File: config.mk
export PLATFORM = sky130hd
export DESIGN_NAME = ser_cfg_port
export DESIGN_NICKNAME = d
export VERILOG_FILES = /design/src/rtl/ser_cfg_pkg.sv /design/src/rtl/ssp_sync.sv /design/src/rtl/ssp_frame.sv /design/src/rtl/ssp_regbank.sv /design/src/rtl/ser_cfg_port.sv
export SDC_FILE = /design/constraint.sdc
export NUM_CORES = 1
export LEC_CHECK = 0
export CAP_MARGIN = 20
export CORE_MARGIN = 8
export CORE_UTILIZATION = 44
export DETAILED_ROUTE_END_ITERATION = 8
export DONT_BUFFER_PORTS = 1
export PLACE_DENSITY = 0.58
export SYNTH_ARGS = -nofsm -noshare
export SYNTH_HDL_FRONTEND = slang
export SYNTH_SLANG_ARGS = --single-unit
File: constraint.sdc
create_clock -name clk -period 1.4 [get_ports clk]
set_input_delay 0.14 -clock clk [delete_from_list [all_inputs] [get_ports clk]]
set_output_delay 0.14 -clock clk [all_outputs]
set_load 0.05 [all_outputs]
File: src/rtl/ser_cfg_pkg.sv
// Shared constants and helpers for the serial configuration port.
// Assumes an 8-bit or wider data path so that the field positions fit.
package ser_cfg_pkg;

    typedef enum logic [1:0] {
        REF_LOW  = 2'b00,
        REF_RSV  = 2'b01,
        REF_MID  = 2'b10,
        REF_HIGH = 2'b11
    } refsel_t;

    localparam int unsigned CFG_ADDR  = 0;
    localparam int unsigned STAT_ADDR = 1;
    localparam int unsigned REF_LSB   = 0;
    localparam int unsigned MON_BIT   = 2;

    // Map the reserved reference code onto the lowest legal one.
    function automatic logic [1:0] ref_legal(input logic [1:0] p);
        return (p == REF_RSV) ? REF_LOW : p;
    endfunction

endpackage

File: src/rtl/ssp_sync.sv
// Multi-stage synchronizer for asynchronous serial pins.
// Each bit passes through STAGES flops; RST_VAL gives the idle level per bit.
module ssp_sync #(
    parameter int unsigned W       = 3,
    parameter int unsigned STAGES  = 2,
    parameter logic [W-1:0] RST_VAL = '0
) (
    input  logic         clk,
    input  logic         rst_n,
    input  logic [W-1:0] d,
    output logic [W-1:0] q
);

    logic [W-1:0] stg [STAGES];

    genvar g;
    generate
        for (g = 0; g < int'(STAGES); g++) begin : g_stage
            // Shift the pin levels one stage further into the clock domain.
            always_ff @(posedge clk) begin
                if (!rst_n) stg[g] <= RST_VAL;
                else if (g == 0) stg[g] <= d;
                else stg[g] <= stg[(g == 0) ? 0 : g - 1];
            end
        end
    endgenerate

    assign q = stg[STAGES-1];

endmodule

File: src/rtl/ssp_frame.sv
// Frame sequencer: counts serial clock edges, assembles the direction,
// address and data fields, issues the write strobe and the read-load
// request, and shifts read data out on falling serial edges.
// Assumes synchronized inputs and a serial clock that is idle low.
module ssp_frame #(
    parameter int unsigned ADDR_W = 7,
    parameter int unsigned DATA_W = 8
) (
    input  logic              clk,
    input  logic              rst_n,
    input  logic              active,
    input  logic              sclk_s,
    input  logic              sen_n_s,
    input  logic              sdi_s,
    input  logic [DATA_W-1:0] rd_data,
    output logic              wr_stb,
    output logic [ADDR_W-1:0] addr,
    output logic [DATA_W-1:0] wdata,
    output logic              sdo,
    output logic              sdo_oe
);

    localparam int unsigned HDR_LEN   = 1 + ADDR_W;
    localparam int unsigned FRAME_LEN = HDR_LEN + DATA_W;
    localparam int unsigned CNT_W     = $clog2(FRAME_LEN + 1);

    logic              sclk_d;
    logic              rise, fall, in_frame;
    logic [CNT_W-1:0]  cnt;
    logic              rw;
    logic              rd_req;
    logic [DATA_W-1:0] shreg;

    assign rise     = sclk_s & ~sclk_d;
    assign fall     = ~sclk_s & sclk_d;
    assign in_frame = active & ~sen_n_s;

    // Remember the previous serial clock level for edge detection.
    always_ff @(posedge clk) begin
        if (!rst_n) sclk_d <= 1'b0;
        else        sclk_d <= sclk_s;
    end

    // Count rising edges and shift the incoming bits into their fields.
    always_ff @(posedge clk) begin
        if (!rst_n) begin
            cnt   <= '0;
            rw    <= 1'b0;
            addr  <= '0;
            wdata <= '0;
        end else if (!in_frame) begin
            cnt <= '0;
        end else if (rise && cnt != CNT_W'(FRAME_LEN)) begin
            if (cnt == '0)                     rw    <= sdi_s;
            else if (cnt < CNT_W'(HDR_LEN))    addr  <= {sdi_s, addr[ADDR_W-1:1]};
            else                               wdata <= {sdi_s, wdata[DATA_W-1:1]};
            cnt <= cnt + 1'b1;
        end
    end

    // Raise one-cycle strobes once the header or the whole frame is in.
    always_ff @(posedge clk) begin
        if (!rst_n) begin
            wr_stb <= 1'b0;
            rd_req <= 1'b0;
        end else begin
            wr_stb <= in_frame & rise & (cnt == CNT_W'(FRAME_LEN - 1)) & ~rw;
            rd_req <= in_frame & rise & (cnt == CNT_W'(HDR_LEN - 1)) & rw;
        end
    end

    // Load the read snapshot and launch one bit per falling edge.
    always_ff @(posedge clk) begin
        if (!rst_n) begin
            shreg  <= '0;
            sdo    <= 1'b0;
            sdo_oe <= 1'b0;
        end else if (!in_frame) begin
            sdo_oe <= 1'b0;
        end else if (rd_req) begin
            shreg <= rd_data;
        end else if (fall) begin
            if (rw && cnt >= CNT_W'(HDR_LEN) && cnt < CNT_W'(FRAME_LEN)) begin
                sdo    <= shreg[0];
                shreg  <= shreg >> 1;
                sdo_oe <= 1'b1;
            end else begin
                sdo_oe <= 1'b0;
            end
        end
    end

    // the output is enabled only in the data phase of a read frame
    a_r4_oe_read_data: assert property (@(posedge clk) disable iff (!rst_n)
        sdo_oe |-> (rw && cnt >= CNT_W'(HDR_LEN)));

    // losing the enable releases the output on the next cycle
    a_r5_idle_release: assert property (@(posedge clk) disable iff (!rst_n)
        !in_frame |=> !sdo_oe);

    // a launched bit holds until the next falling edge
    a_r3_sdo_hold: assert property (@(posedge clk) disable iff (!rst_n)
        (sdo_oe && !fall && !rd_req && in_frame) |=> $stable(sdo));

    // a commit happens only at the end of a full frame
    a_r2_commit_at_end: assert property (@(posedge clk) disable iff (!rst_n)
        wr_stb |-> (cnt == CNT_W'(FRAME_LEN)));

    // one frame produces at most one commit
    a_r10_single_commit: assert property (@(posedge clk) disable iff (!rst_n)
        wr_stb |=> !wr_stb);

endmodule

File: src/rtl/ssp_regbank.sv
// Register bank: a configuration register at one address and a read-only
// status register at another; all other addresses read zero.
// Defaults come from the pins while reset is held.
module ssp_regbank
    import ser_cfg_pkg::*;
#(
    parameter int unsigned ADDR_W = 7,
    parameter int unsigned DATA_W = 8
) (
    input  logic              clk,
    input  logic              rst_n,
    input  logic              port_sel,
    input  logic [1:0]        pin_ref,
    input  logic              pin_mon,
    input  logic [DATA_W-1:0] stat_in,
    input  logic              wr_stb,
    input  logic [ADDR_W-1:0] addr,
    input  logic [DATA_W-1:0] wdata,
    output logic [DATA_W-1:0] rd_data,
    output logic [1:0]        cfg_ref,
    output logic              cfg_mon
);

    logic [1:0] ref_q;
    logic       mon_q;
    logic       cfg_hit;

    assign cfg_hit = (addr == ADDR_W'(CFG_ADDR));

    // Load pin defaults in reset, then accept writes to the config address.
    always_ff @(posedge clk) begin
        if (!rst_n) begin
            ref_q <= ref_legal(pin_ref);
            mon_q <= pin_mon;
        end else if (wr_stb && port_sel && cfg_hit) begin
            mon_q <= wdata[MON_BIT];
            if (wdata[REF_LSB+1:REF_LSB] != REF_RSV) ref_q <= wdata[REF_LSB+1:REF_LSB];
        end
    end

    // Select the read value for the addressed register.
    always_comb begin
        rd_data = '0;
        if (cfg_hit) begin
            rd_data[REF_LSB+1:REF_LSB] = ref_q;
            rd_data[MON_BIT]           = mon_q;
        end else if (addr == ADDR_W'(STAT_ADDR)) begin
            rd_data = stat_in;
        end
    end

    // Choose the configuration source according to the port select.
    always_comb begin
        cfg_ref = port_sel ? ref_q : ref_legal(pin_ref);
        cfg_mon = port_sel ? mon_q : pin_mon;
    end

    // the reserved reference code is never stored
    a_r6_ref_legal: assert property (@(posedge clk) disable iff (!rst_n)
        ref_q != REF_RSV);

    // without a config-address write the register holds its value
    a_r8_hold_no_write: assert property (@(posedge clk) disable iff (!rst_n)
        !(wr_stb && cfg_hit) |=> $stable({ref_q, mon_q}));

endmodule

File: src/rtl/ser_cfg_port.sv
// Top of the serial configuration port. Oversamples the serial pins in the
// system clock domain, sequences frames and holds the register bank.
// Assumes clk runs at least 12 times faster than sclk and that port_sel
// changes only while no frame is in progress.
module ser_cfg_port #(
    parameter int unsigned ADDR_W      = 7,
    parameter int unsigned DATA_W      = 8,
    parameter int unsigned SYNC_STAGES = 2
) (
    input  logic              clk,
    input  logic              rst_n,
    input  logic              port_sel,
    input  logic [1:0]        pin_ref,
    input  logic              pin_mon,
    input  logic [DATA_W-1:0] stat_in,
    input  logic              sclk,
    input  logic              sen_n,
    input  logic              sdi,
    output logic              sdo,
    output logic              sdo_oe,
    output logic [1:0]        cfg_ref,
    output logic              cfg_mon
);

    logic [2:0]        pins_s;
    logic              wr_stb;
    logic [ADDR_W-1:0] addr;
    logic [DATA_W-1:0] wdata;
    logic [DATA_W-1:0] rd_data;

    ssp_sync #(.W(3), .STAGES(SYNC_STAGES), .RST_VAL(3'b010)) i_sync (
        .clk  (clk),
        .rst_n(rst_n),
        .d    ({sclk, sen_n, sdi}),
        .q    (pins_s)
    );

    ssp_frame #(.ADDR_W(ADDR_W), .DATA_W(DATA_W)) i_frame (
        .clk    (clk),
        .rst_n  (rst_n),
        .active (port_sel),
        .sclk_s (pins_s[2]),
        .sen_n_s(pins_s[1]),
        .sdi_s  (pins_s[0]),
        .rd_data(rd_data),
        .wr_stb (wr_stb),
        .addr   (addr),
        .wdata  (wdata),
        .sdo    (sdo),
        .sdo_oe (sdo_oe)
    );

    ssp_regbank #(.ADDR_W(ADDR_W), .DATA_W(DATA_W)) i_regs (
        .clk     (clk),
        .rst_n   (rst_n),
        .port_sel(port_sel),
        .pin_ref (pin_ref),
        .pin_mon (pin_mon),
        .stat_in (stat_in),
        .wr_stb  (wr_stb),
        .addr    (addr),
        .wdata   (wdata),
        .rd_data (rd_data),
        .cfg_ref (cfg_ref),
        .cfg_mon (cfg_mon)
    );

    // in pin mode the output is never enabled
    a_r9_pin_mode_quiet: assert property (@(posedge clk) disable iff (!rst_n)
        !port_sel |=> !sdo_oe);

endmodule

# After elaboration in Yosys (flattened, before gate mapping)
# Memory sizes are Yosys's and may differ from the RTL's.
# Cells that the tools add are included.
# totals
mem_count	1
ff_bits	37
output_inout_bits	5
wordCells	78
inputBits	17
ramBits	6
# mem_list
name	depth	word_bits	read_ports	rd_ports_with_merged_regs	wr	line_no	source
i_sync.stg	2	3	2	0	2	ssp_sync.sv:14	logic [W-1:0] stg [STAGES];
# op_classes
bitwise_logic	17
n_reduce_logical	17
n_mux	19
order_cmp	3
addsub	1
eq_ne	8
# op_table
cell	count
two-way mux 8 bit	4
AND reduction 4 bit	3
two-way mux 2 bit	5
two-way mux 3 bit	3
AND 1 bit	8
== test 7 x 1 -> 1 bit, second input constant	1
zero test 7 bit	1
NOT 1 bit	7
two-way mux 1 bit	6
inequality test 2 x 1 -> 1 bit, second input constant	3
AND reduction 2 bit	3
AND reduction 3 bit	2
adder 5 x 1 -> 5 bit, second input constant	1
== test 5 x 3 -> 1 bit, second input constant	1
== test 5 x 4 -> 1 bit, second input constant	1
>= comparator 5 x 4 -> 1 bit, second input constant	1
logical AND 1 bit	5
zero test 5 bit	1
less-than comparator 5 x 4 -> 1 bit, second input constant	1
less-than comparator 5 bit, second input constant	1
two-way mux 5 bit	1
inequality test 5 bit, second input constant	1
nonzero test 2 bit	2
== test 2 x 1 -> 1 bit, second input constant	1
bitwise OR 1 bit	2

# Longest topological paths before layout
# Gate-level depths: netlist of the first run.
# logic_depth
ltp_word	6
depth_mapped	6
ltp_nobuf	6

# Hierarchy
# Synthesis of the first run repeated with hierarchy kept, for this count alone.
# unflattened
cells_unflattened	189
hier_area_um2	1936.9
# modules_own_cells
mod	cells_per_inst	area_each_um2	seq_area_each_um2	n_inst
ssp_frame	144	1480.2	680.7	1
ssp_regbank	33	299.0	90.1	1
ssp_sync	12	157.7	120.1	1

# Worst setup path before layout of the first run
# Ideal clock, no wire load.
# synth_timing
path_type	input -> output
start	input port_sel
end	output cfg_ref[0]
cell_stages	2
t_arrival_ns	1.387
n_path_buf	1
setup_slack_ns	-0.127
cell_sequence	buf_4 -> o21ai_0
# synth_between
elab_chain_len	1
# synth_lines
element	line_no	source
from (decl)	ser_cfg_port.sv:12	input logic port_sel,
two-way mux 2 bit	ssp_regbank.sv:54	cfg_ref = port_sel ? ref_q : ref_legal(pin_ref);
to (decl)	ser_cfg_port.sv:21	output logic [1:0] cfg_ref,
# No other way between the ends.

# Final worst setup path of the first run
# layout_timing
start	register i_frame.cnt[0]
end	register i_frame.cnt[4]
# layout_between
elab_chain_len	2
elab_cells_between_ends	3
cone_classes	1 x add/sub; 1 x eq/ne; 1 x reduce/logical
# layout_lines
element	line_no	source
from (decl)	ssp_frame.sv:29	logic [CNT_W-1:0] cnt;
from (signal assigned)	ssp_frame.sv:57	cnt <= cnt + 1'b1;
branches (longest 2 deep; another with adder 5 x 1 -> 5 bit)	n/a	
# Parallel ways; which one is timed is not known.
# A chain may end at the register's enable or synchronous reset.

==> results.txt, run 1 <==
After detailed routing, the number of vias per cell comes to 5.68. In the routed design, unresolved DRC markers number 0. The overall via count from detail_route is 1499. The total count of max-transition violations in the final report is 0.

The xor/xnor cell area share of the yosys netlist was 1.40%. The die is 81.3 um tall. The total overflow left after global routing is 0. Summing all multi-input logic gate instances after layout gives 973 um^2.

TritonCTS built the clock tree. The worst setup path is launched from a flop. The final worst-path cycle share is 97.0%, and the TritonCTS sink count is 43. Dividing the detail-routed wire length by the instance count gives 15.6 um. Adding up every negative setup slack in the final design gives 0 ps. Multiplexer share of the synthesized area: 9.53%. The tools report the worst reg2reg path startpoint as i_frame.cnt[0]$_SDFFE_PN0P_. The pre-antenna-repair detailed-routing pass consisted of 4 iterations. Number of warnings reported in the yosys synthesis log: 0. The logs give 9.31 ps for the worst clock skew and 60 for the starting DRC count in detailed routing. The congestion estimate from routability-driven global placement came to 0.820. The post-synthesis cell area is 0.00188 mm^2. The floorplan has 23 rows.

The worst hold path begins at rst_n. After synthesis, the largest family of logic cells by area is simple AND/OR/NAND/NOR gates. The area growth from synthesis to final layout was 20.5%. Summing the areas of all fa, ha and maj instances in the mapped netlist gives 2.00% of the synthesized area.

The core outline area was 0.00406 mm^2. The placed instances occupy a cell area of 0.00201 mm^2. The sequential cell area in the final layout came out at 901 um^2. Sequential cells burn 50.5% of the power. The run gives 482 uW as the switching component of the power. The synthesized instance count was 193. Among all flip-flop cells after synthesis, the most frequent one is sky130_fd_sc_hd__dfxtp_1. For the maximum root-to-sink buffer count, the log shows 2. The worst register-to-register path ends at i_frame.cnt[4]$_SDFFE_PN0P_.

Subtracting the final worst setup slack from the clock period gives 1360 ps. Once detail routing completed, the nets flagged for antenna violations numbered 0. Global routing consumed, over all layers together, 13.0% of the routing resources.

The filler cells instantiated in the layout total 350. Each instance of the synthesized netlist takes up on average 9.73 um^2. Total power divided by cell area: 1100 mW/mm^2. Clock-pin slew was measured on the worst setup and hold paths at 80 ps. The effective utilization at floorplan was 46.3%. Buffers inserted during clock tree synthesis total 5.

The worst hold path belongs to the class in2reg. The flow ran to the end, and the final reports show no timing, DRC or antenna violations. The logs give 0.00226 mm^2 for the final design area excluding fillers and 0.000858 uW for the static leakage. The fraction of final layout cells with drive strength greater than 1 is 24.3%. Across the VDD grid, the largest voltage drop is 0.583 mV.

The number of primary I/O pins was 22. For the pin with the worst max-slew slack, the measured transition is 519 ps. The run gives 41 as the number of distinct library cell variants in the gate-level netlist after synthesis. Static timing analysis puts the maximum clock frequency at 737 MHz. The share of flip-flops with an asynchronous set or reset after synthesis came out at 0%.

The post-synthesis sequential area ratio was 47.4%; the number of antenna violations at the first check in global routing was 0. The number of hold violations in the final report came out at 0. The top cell types in the final layout, fill and taps aside, are sky130_fd_sc_hd__dfxtp_1, sky130_fd_sc_hd__buf_4, sky130_fd_sc_hd__nor2_1.

The worst register-to-register path has a setup slack of 40 ps. Across the run, the number of max-cap violations was 0. The tools report the post-layout net count as 233.

The number of cells on the worst reg-to-reg path is 4. The H-tree was split into 2 levels. The cell at the root of the clock tree was sky130_fd_sc_hd__clkbuf_8. Of the total power, combinational logic draws 4.2%. Detailed placement ended at an HPWL of 2910 um. The number of cells traversed by the worst hold path is 1, and the count of final setup violators is 0. Along the worst path, the maximum fanout reaches 4.

Summing the areas of all compound-gate instances in the mapped netlist gives 13.9% of the synthesized area. The run gives 1432 as the via count of the first global-routing pass. The number of synthesized register bits came out at 43. The total wirelength of the detailed-routed design is 4110 um, and the data required time at the worst endpoint is 1610 ps. In this run, synthesis inferred 3 flip-flops with an integrated enable.

The number of placed cells counting well taps is 250. Counting every net in the synthesized netlist gives 213. The die covers 0.00661 mm^2. The worst setup path is captured at a flop. Capture endpoint of the worst hold path: i_regs.ref_q[0]$_DFFE_PP_. Tightest slew margin relative to the limit: 65.2%. Buffers placed on the I/O ports in this run total 0. The logs give 2000 uW for the internal portion of total power and 20 for the pin count of the biggest net entering global routing.

The antenna cell count was 0; the simple logic cell fraction of the synthesized area was 21.9%. The later pin in the worst-skew pair is clocked with a latency of 300 ps. In this run switching power makes up 19.4% of total power.

Category of the most critical setup path: reg2reg. The width of the die is 81.3 um, and the critical path data arrival time is 1560 ps. The finished layout holds 264 standard cells, fillers aside.

The clock network burns 45.3% of the power. Most common library cell in the layout ignoring fill and taps: sky130_fd_sc_hd__dfxtp_1. The first global-routing pass estimated 6670 um of wire.
[cell families (layout without fill, tap and decap cells)]
| group | count (synthesis) | after routing |
|---|---|---|
| adders and majority gates | 3 | 3 |
| xor gates and xnor gates | 3 | 3 |
| AOI/OAI and AO/OA | 44 | 44 |
| DFF | 43 | 43 |
| muxes | 17 | 17 |
| and+or+nand+nor | 69 | 69 |
| buffers and inverters | 14 | 35 |
[power groups by stage]
stage	clock, uW	combinational (uW)	sequential [uW]
4_1_cts	1150	101	1260
6_report	1130	103	1250
5_1_grt	1220	110	1260
3_5_place_dp	0	86.1	1290
2_1_floorplan	0	80.0	1280
3_3_place_gp	0	85.6	1290
[layer usage]
metal | up-vias | wire length (um) | track usage (%)
met2 | 22 | 1960 | 21.0
met5 | - | 0 | 0
li1 | 743 | - | -
met1 | 726 | 1900 | 15.2
met4 | 0 | 72 | 5.36
met3 | 8 | 176 | 4.75
[critical path: stages, from the launching register on]
cell,delay [ps]
sky130_fd_sc_hd__dfxtp_4,360
sky130_fd_sc_hd__ha_2,190
sky130_fd_sc_hd__and3_1,190
sky130_fd_sc_hd__ha_1,290
sky130_fd_sc_hd__a221oi_2,240
[cell type report]
cell class / instances / share of cell area (%)
clock buffer: 6 / 3.21
multi-input combinational: 136 / 43.0
timing repair buffer: 21 / 7.52
sequential: 43 / 39.8
clock inverter: 2 / 2.65
tap: 50 / 2.77
inverter: 6 / 0.996
[worst max-delay path by stage]
stage                                          endpoint  slack (ps)                         start  cells past startpoint
final                       i_frame.cnt[4]$_SDFFE_PN0P_          40   i_frame.cnt[0]$_SDFFE_PN0P_                      4
after global routing            i_frame.rw$_SDFFE_PN0P_         -50   i_sync.stg[1][2]$_SDFF_PN0_                      5
after CTS                   i_frame.cnt[1]$_SDFFE_PN0P_          20   i_frame.cnt[0]$_SDFFE_PN0P_                      6
after detailed placement  i_frame.wdata[2]$_SDFFE_PN0P_        -130   i_frame.cnt[0]$_SDFFE_PN0P_                      6
after global placement    i_frame.wdata[3]$_SDFFE_PN0P_         -70   i_frame.cnt[0]$_SDFFE_PN0P_                      6
after floorplan               i_regs.ref_q[0]$_DFFE_PP_           6  i_frame.addr[4]$_SDFFE_PN0P_                      3
[metrics by stage]
stage	power (uW)	setup slack (ps)	util, %	hold slack (ps)
final	2480	42.4	55.8	25.3
after CTS	2510	16.7	54.5	0.220
after detailed placement	1370	-132	49.5	223
after global placement	1370	-69.4	49.5	220
after global routing	2580	-49.0	55.8	7.91
after floorplan	1360	5.79	-	241
[Yosys cell counts (2+ instances only)]
| cell type | count | area share [%] |
|---|---|---|
| sky130_fd_sc_hd__o21ai_1 | 4 | 1.1 |
| sky130_fd_sc_hd__a31oi_1 | 4 | 1.3 |
| sky130_fd_sc_hd__buf_6 | 2 | 1.2 |
| sky130_fd_sc_hd__mux2_2 | 7 | 4.2 |
| sky130_fd_sc_hd__nand2_1 | 9 | 1.8 |
| sky130_fd_sc_hd__clkbuf_1 | 4 | 0.80 |
| sky130_fd_sc_hd__nor2_1 | 15 | 3.0 |
| sky130_fd_sc_hd__inv_1 | 5 | 1.0 |
| sky130_fd_sc_hd__nand4_1 | 9 | 3.0 |
| sky130_fd_sc_hd__nor2b_1 | 3 | 1.0 |
| sky130_fd_sc_hd__and2b_1 | 2 | 0.80 |
| sky130_fd_sc_hd__and3_1 | 2 | 0.67 |
| sky130_fd_sc_hd__and2_1 | 5 | 1.7 |
| sky130_fd_sc_hd__ha_1 | 3 | 2.0 |
| sky130_fd_sc_hd__xnor2_1 | 2 | 0.93 |
| sky130_fd_sc_hd__dfxtp_1 | 40 | 43 |
| sky130_fd_sc_hd__nand2b_1 | 6 | 2.0 |
| sky130_fd_sc_hd__mux2i_1 | 10 | 5.3 |
| sky130_fd_sc_hd__o21ai_0 | 13 | 3.5 |
| sky130_fd_sc_hd__edfxtp_1 | 3 | 4.8 |
| sky130_fd_sc_hd__a21oi_1 | 14 | 3.7 |
| sky130_fd_sc_hd__a32oi_1 | 3 | 1.4 |
| sky130_fd_sc_hd__nand3_1 | 9 | 2.4 |
| sky130_fd_sc_hd__and4bb_2 | 2 | 1.3 |
[state kept, by name (all words and copies together) (netlist names), 2 cells and up]
| signal | count |
|---|---|
| i_frame.shreg | 8 |
| i_frame.wdata | 8 |
| i_frame.addr | 7 |
| i_sync.stg | 6 |
| i_frame.cnt | 5 |
| i_regs.ref_q | 2 |
[what timing repair did]
action                                  CTS  global route
buffers inserted                          0             1
endpoints found under the setup margin   21            17
resized for setup                         9            11
pin swaps                                 2             3
gates cloned                              0             0
hold buffers                              4             1
hold endpoints to repair                 14             1
Power figures use the tool's default switching activity.
==> run 2: changes to the inputs <==
CORE_MARGIN = default   (was 8)
SLEW_MARGIN = 10   (was default)
==> run 2 against run 1 <==
Global-route usage rose by 7.2 points. Combinational power barely moved. Largest power group unchanged. Non-clock buffer count rose by 1. Sequential power barely moved. Final cell count rose by 0.38%. Hold slack got worse by 17 ps. Maximum frequency fell by 0.11%. Largest cell class unchanged. Highest routed layer unchanged.
==> results.txt, run 2 (same netlist as run 1, synthesis figures left out) <==
The run finished with clean final reports. The depth of the CTS H-tree came out at 2 (unchanged). Number of optimization iterations in the first detailed-route pass: 4 (unchanged). The library cell used most frequently in the layout, excluding fill and tap cells, is sky130_fd_sc_hd__dfxtp_1.

For the static leakage, the log shows 0.000842 uW (-1.9%). The most critical setup path has its startpoint at i_frame.cnt[1]$_SDFFE_PN0P_. The logs give 0 (unchanged) for the total count of max-transition violations in the final report and 347 (-0.86%) for the final-layout fill cell count. For the via count of the first global-routing pass, the log shows 1460 (+2.0%). For the number of hold violations in the final report, the log shows 0 (unchanged).

The register-to-register setup slack is 40 ps (about the same). The number of primary I/O pins is 22 (unchanged). The number of port buffers is 0 (unchanged). For the number of antenna violations at the first check in global routing, the log shows 0 (unchanged). Average via count per standard cell: 5.63 (-0.91%). The tools report the switching component of the power as 466 uW (-3.2%). The count of final setup violators was 0 (unchanged); the floorplan die height was 67.3 um (-17%). The tools report the worst setup slack after layout as 40.9 ps (-1.49 ps). The peak clock frequency supported by timing is 736 MHz (-0.11%), and the total wirelength of the detailed-routed design is 4080 um (-0.88%). The logs give 0.00406 mm^2 (unchanged) for the core outline area and 1530 ps (-30 ps) for the critical path data arrival time. STA classifies the critical path endpoint as a flop. The wire length per cell works out to 15.4 um (-1.2%). The slew at the pin with the worst max-slew slack was 517 ps (-1.69 ps); the combinational group share of total power was 4.8% (+0.6 points). The post-layout net count is 234 (+0.43%), and the residual antenna-violating net count after detailed routing is 0 (unchanged). The tightest slew margin relative to the limit is 65.3% (+0.11 points). TritonCTS built the clock tree. The pin count of the biggest net entering global routing is 20 (unchanged), and the width of the die is 67.3 um (-17%).

All-layer global routing usage: 20.2% (+7.2 points). The run gives 35.5% (-9.8 points) as the part of the power in the clock network. The total die area was 0.00453 mm^2 (-31%).

The data required time at the worst endpoint came out at 1580 ps (-30 ps). The worst supply voltage drop on vdd is 0.756 mV (+30%), and the starting DRC count in detailed routing is 49 (-18%). In the final layout, the registers with the most flip-flops are i_frame.shreg x8, i_frame.wdata x8, i_frame.addr x7. The library cells used most frequently in the layout, excluding fill and tap cells, are sky130_fd_sc_hd__dfxtp_1, sky130_fd_sc_hd__buf_4, sky130_fd_sc_hd__nor2_1. The overall via count from detail_route was 1491 (-0.53%). The run gives 300 ps (about the same) as the clock latency on the worst-skew pair. The startpoint identified for the worst hold timing path is stat_in[6].

The slowest cell on the critical path is sky130_fd_sc_hd__dfxtp_2. Clock transition at the register clock pins on the worst setup and hold paths after CTS: 80 ps (about the same). The fraction of final layout cells with drive strength greater than 1 was 25.6% (+1.3 points); the maximum root-to-sink buffer count was 2 (unchanged). Walking the worst path, the cells encountered are inv_2 -> ha_4 -> nand2b_4 -> o31a_1 -> xnor2_1 -> nor2_1. The effective utilization at floorplan is 46.3% (unchanged). For the number of violations of the max-capacitance limit, the log shows 0 (unchanged). The length in cells of the worst reg-to-reg path was 6 (+2). The worst setup path endpoint was i_frame.cnt[0]$_SDFFE_PN0P_.

The post-detailed-route DRC marker count is 0 (unchanged), and the total global routing overflow is 0 (unchanged). The maximum fanout encountered on the critical timing path came out at 6 (+2). The switching part of the total came out at 22.1% (+2.7 points). The type of the most critical hold path was in2reg. The capture point of the worst reg-to-reg path is i_frame.cnt[0]$_SDFFE_PN0P_.

The tree is rooted in a sky130_fd_sc_hd__clkbuf_8. The post-route setup TNS is 0 ps (unchanged). The delay of the slowest cell on the worst path came out at 340 ps (-20 ps). The logs give 0.791 (-3.5%) for the final estimated routing congestion in global placement and 59.7% (+9.2 points) for the sequential cell fraction of total power. The placed wire-length estimate was 2810 um (-3.4%).

The final worst-path cycle share works out to 97.1% (+0.11 points). Pre-CTS setup slack: -221 ps (-88.8 ps). The total power divided by cell area came out at 950 mW/mm^2 (-13%). The worst reg2reg path startpoint was i_frame.cnt[1]$_SDFFE_PN0P_.

The TritonCTS sink count was 43 (unchanged). STA classifies the critical path startpoint as a flop. The minimum clock period came out at 1360 ps (+1.49 ps). Setup repair after global routing could not meet its margin everywhere. The logs give 7.16 ps (-2.15 ps) for the worst clock skew and 0 (unchanged) for the antenna cell count. The site row count is 23 (unchanged), and the number of buffers inserted during clock tree synthesis is 5 (unchanged). The first-pass GRT wire length came out at 6510 um (-2.3%). Category of the most critical setup path: reg2reg. The run gives 1640 uW (-18%) as the internal portion of total power. The area growth from synthesis to final layout works out to 18.1%.
## run 2: cell types whose count changed in the layout (fill, tap and decap cells not counted), moves of 2 or more
cell | previous run | this run
sky130_fd_sc_hd__bufinv_16 | 2 | 0
sky130_fd_sc_hd__dfxtp_2 | 2 | 5
sky130_fd_sc_hd__buf_4 | 16 | 18
sky130_fd_sc_hd__dfxtp_4 | 2 | 0
## run 2: worst min-delay path by stage
| stage | to | slack (ps) | cells after the start |
|---|---|---|---|
| floorplan | i_sync.stg[0][1]$_SDFF_PN1_ | 240 | 1 |
| global placement | i_sync.stg[1][1]$_SDFF_PN1_ | 220 | 1 |
| detailed placement | i_sync.stg[1][1]$_SDFF_PN1_ | 220 | 1 |
| CTS | i_frame.shreg[6]$_SDFFE_PN0P_ | 6 | 2 |
| global route | i_frame.shreg[7]$_SDFFE_PN0P_ | 5 | 2 |
| finish | i_frame.shreg[6]$_SDFFE_PN0P_ | 9 | 2 |
## run 2: what timing repair did
item | CTS | global route
endpoints found under the hold margin | 13 | 0
buffers inserted | 0 | 2
endpoints found under the setup margin | 22 | 20
gates resized for setup | 10 | 10
pin swaps | 4 | 2
hold buffers | 4 | 0
## run 2: worst max-delay path, delay by kind of cell (launching register included)
family	cells	cell delay (ps)
adder cells (fa/ha/maj)	1	140
AO/OA/AOI/OAI	1	320
XOR/XNOR	1	190
buffers and inverters	1	70
AND/OR/NAND/NOR	2	170
flip-flops	1	340
## run 2: through the flow
step | util (%) | instance area (um^2) | instances | total power, uW | hold WS, ps
2_1_floorplan | - | 1880 | 193 | 1360 | 241
3_3_place_gp | 49.7 | 2020 | 251 | 1370 | 218
3_5_place_dp | 49.7 | 2020 | 251 | 1370 | 221
4_1_cts | 53.7 | 2180 | 263 | 2140 | 5.53
5_1_grt | 54.7 | 2220 | 265 | 2200 | 5.19
6_report | 54.7 | 2220 | 265 | 2110 | 8.76
## run 2: power groups by stage
| stage | Combinational (uW) | Clock, uW | Sequential [uW] |
|---|---|---|---|
| after floorplan | 80.0 | 0 | 1280 |
| after global placement | 84.4 | 0 | 1290 |
| after detailed placement | 85.2 | 0 | 1290 |
| after CTS | 100 | 779 | 1260 |
| after global routing | 107 | 833 | 1260 |
| final | 101 | 748 | 1260 |
## run 2: metal layers
layer / vias up / wire length [um] / GRT usage [%]
met5: - / 0 / 0
met2: 33 / 2010 / 33.8
li1: 745 / - / -
met4: 0 / 104 / 12.0
met3: 9 / 137 / 4.90
met1: 704 / 1830 / 23.1
## run 2: final cells by class
class,instances,area [um^2],area share [%]
tap,50,62.6,2.82
clock inverter,1,5.00,0.226
timing repair buffer,22,175,7.90
clock buffer,7,76.3,3.44
sequential,43,897,40.4
inverter,6,22.5,1.02
multi-input combinational,136,980,44.2
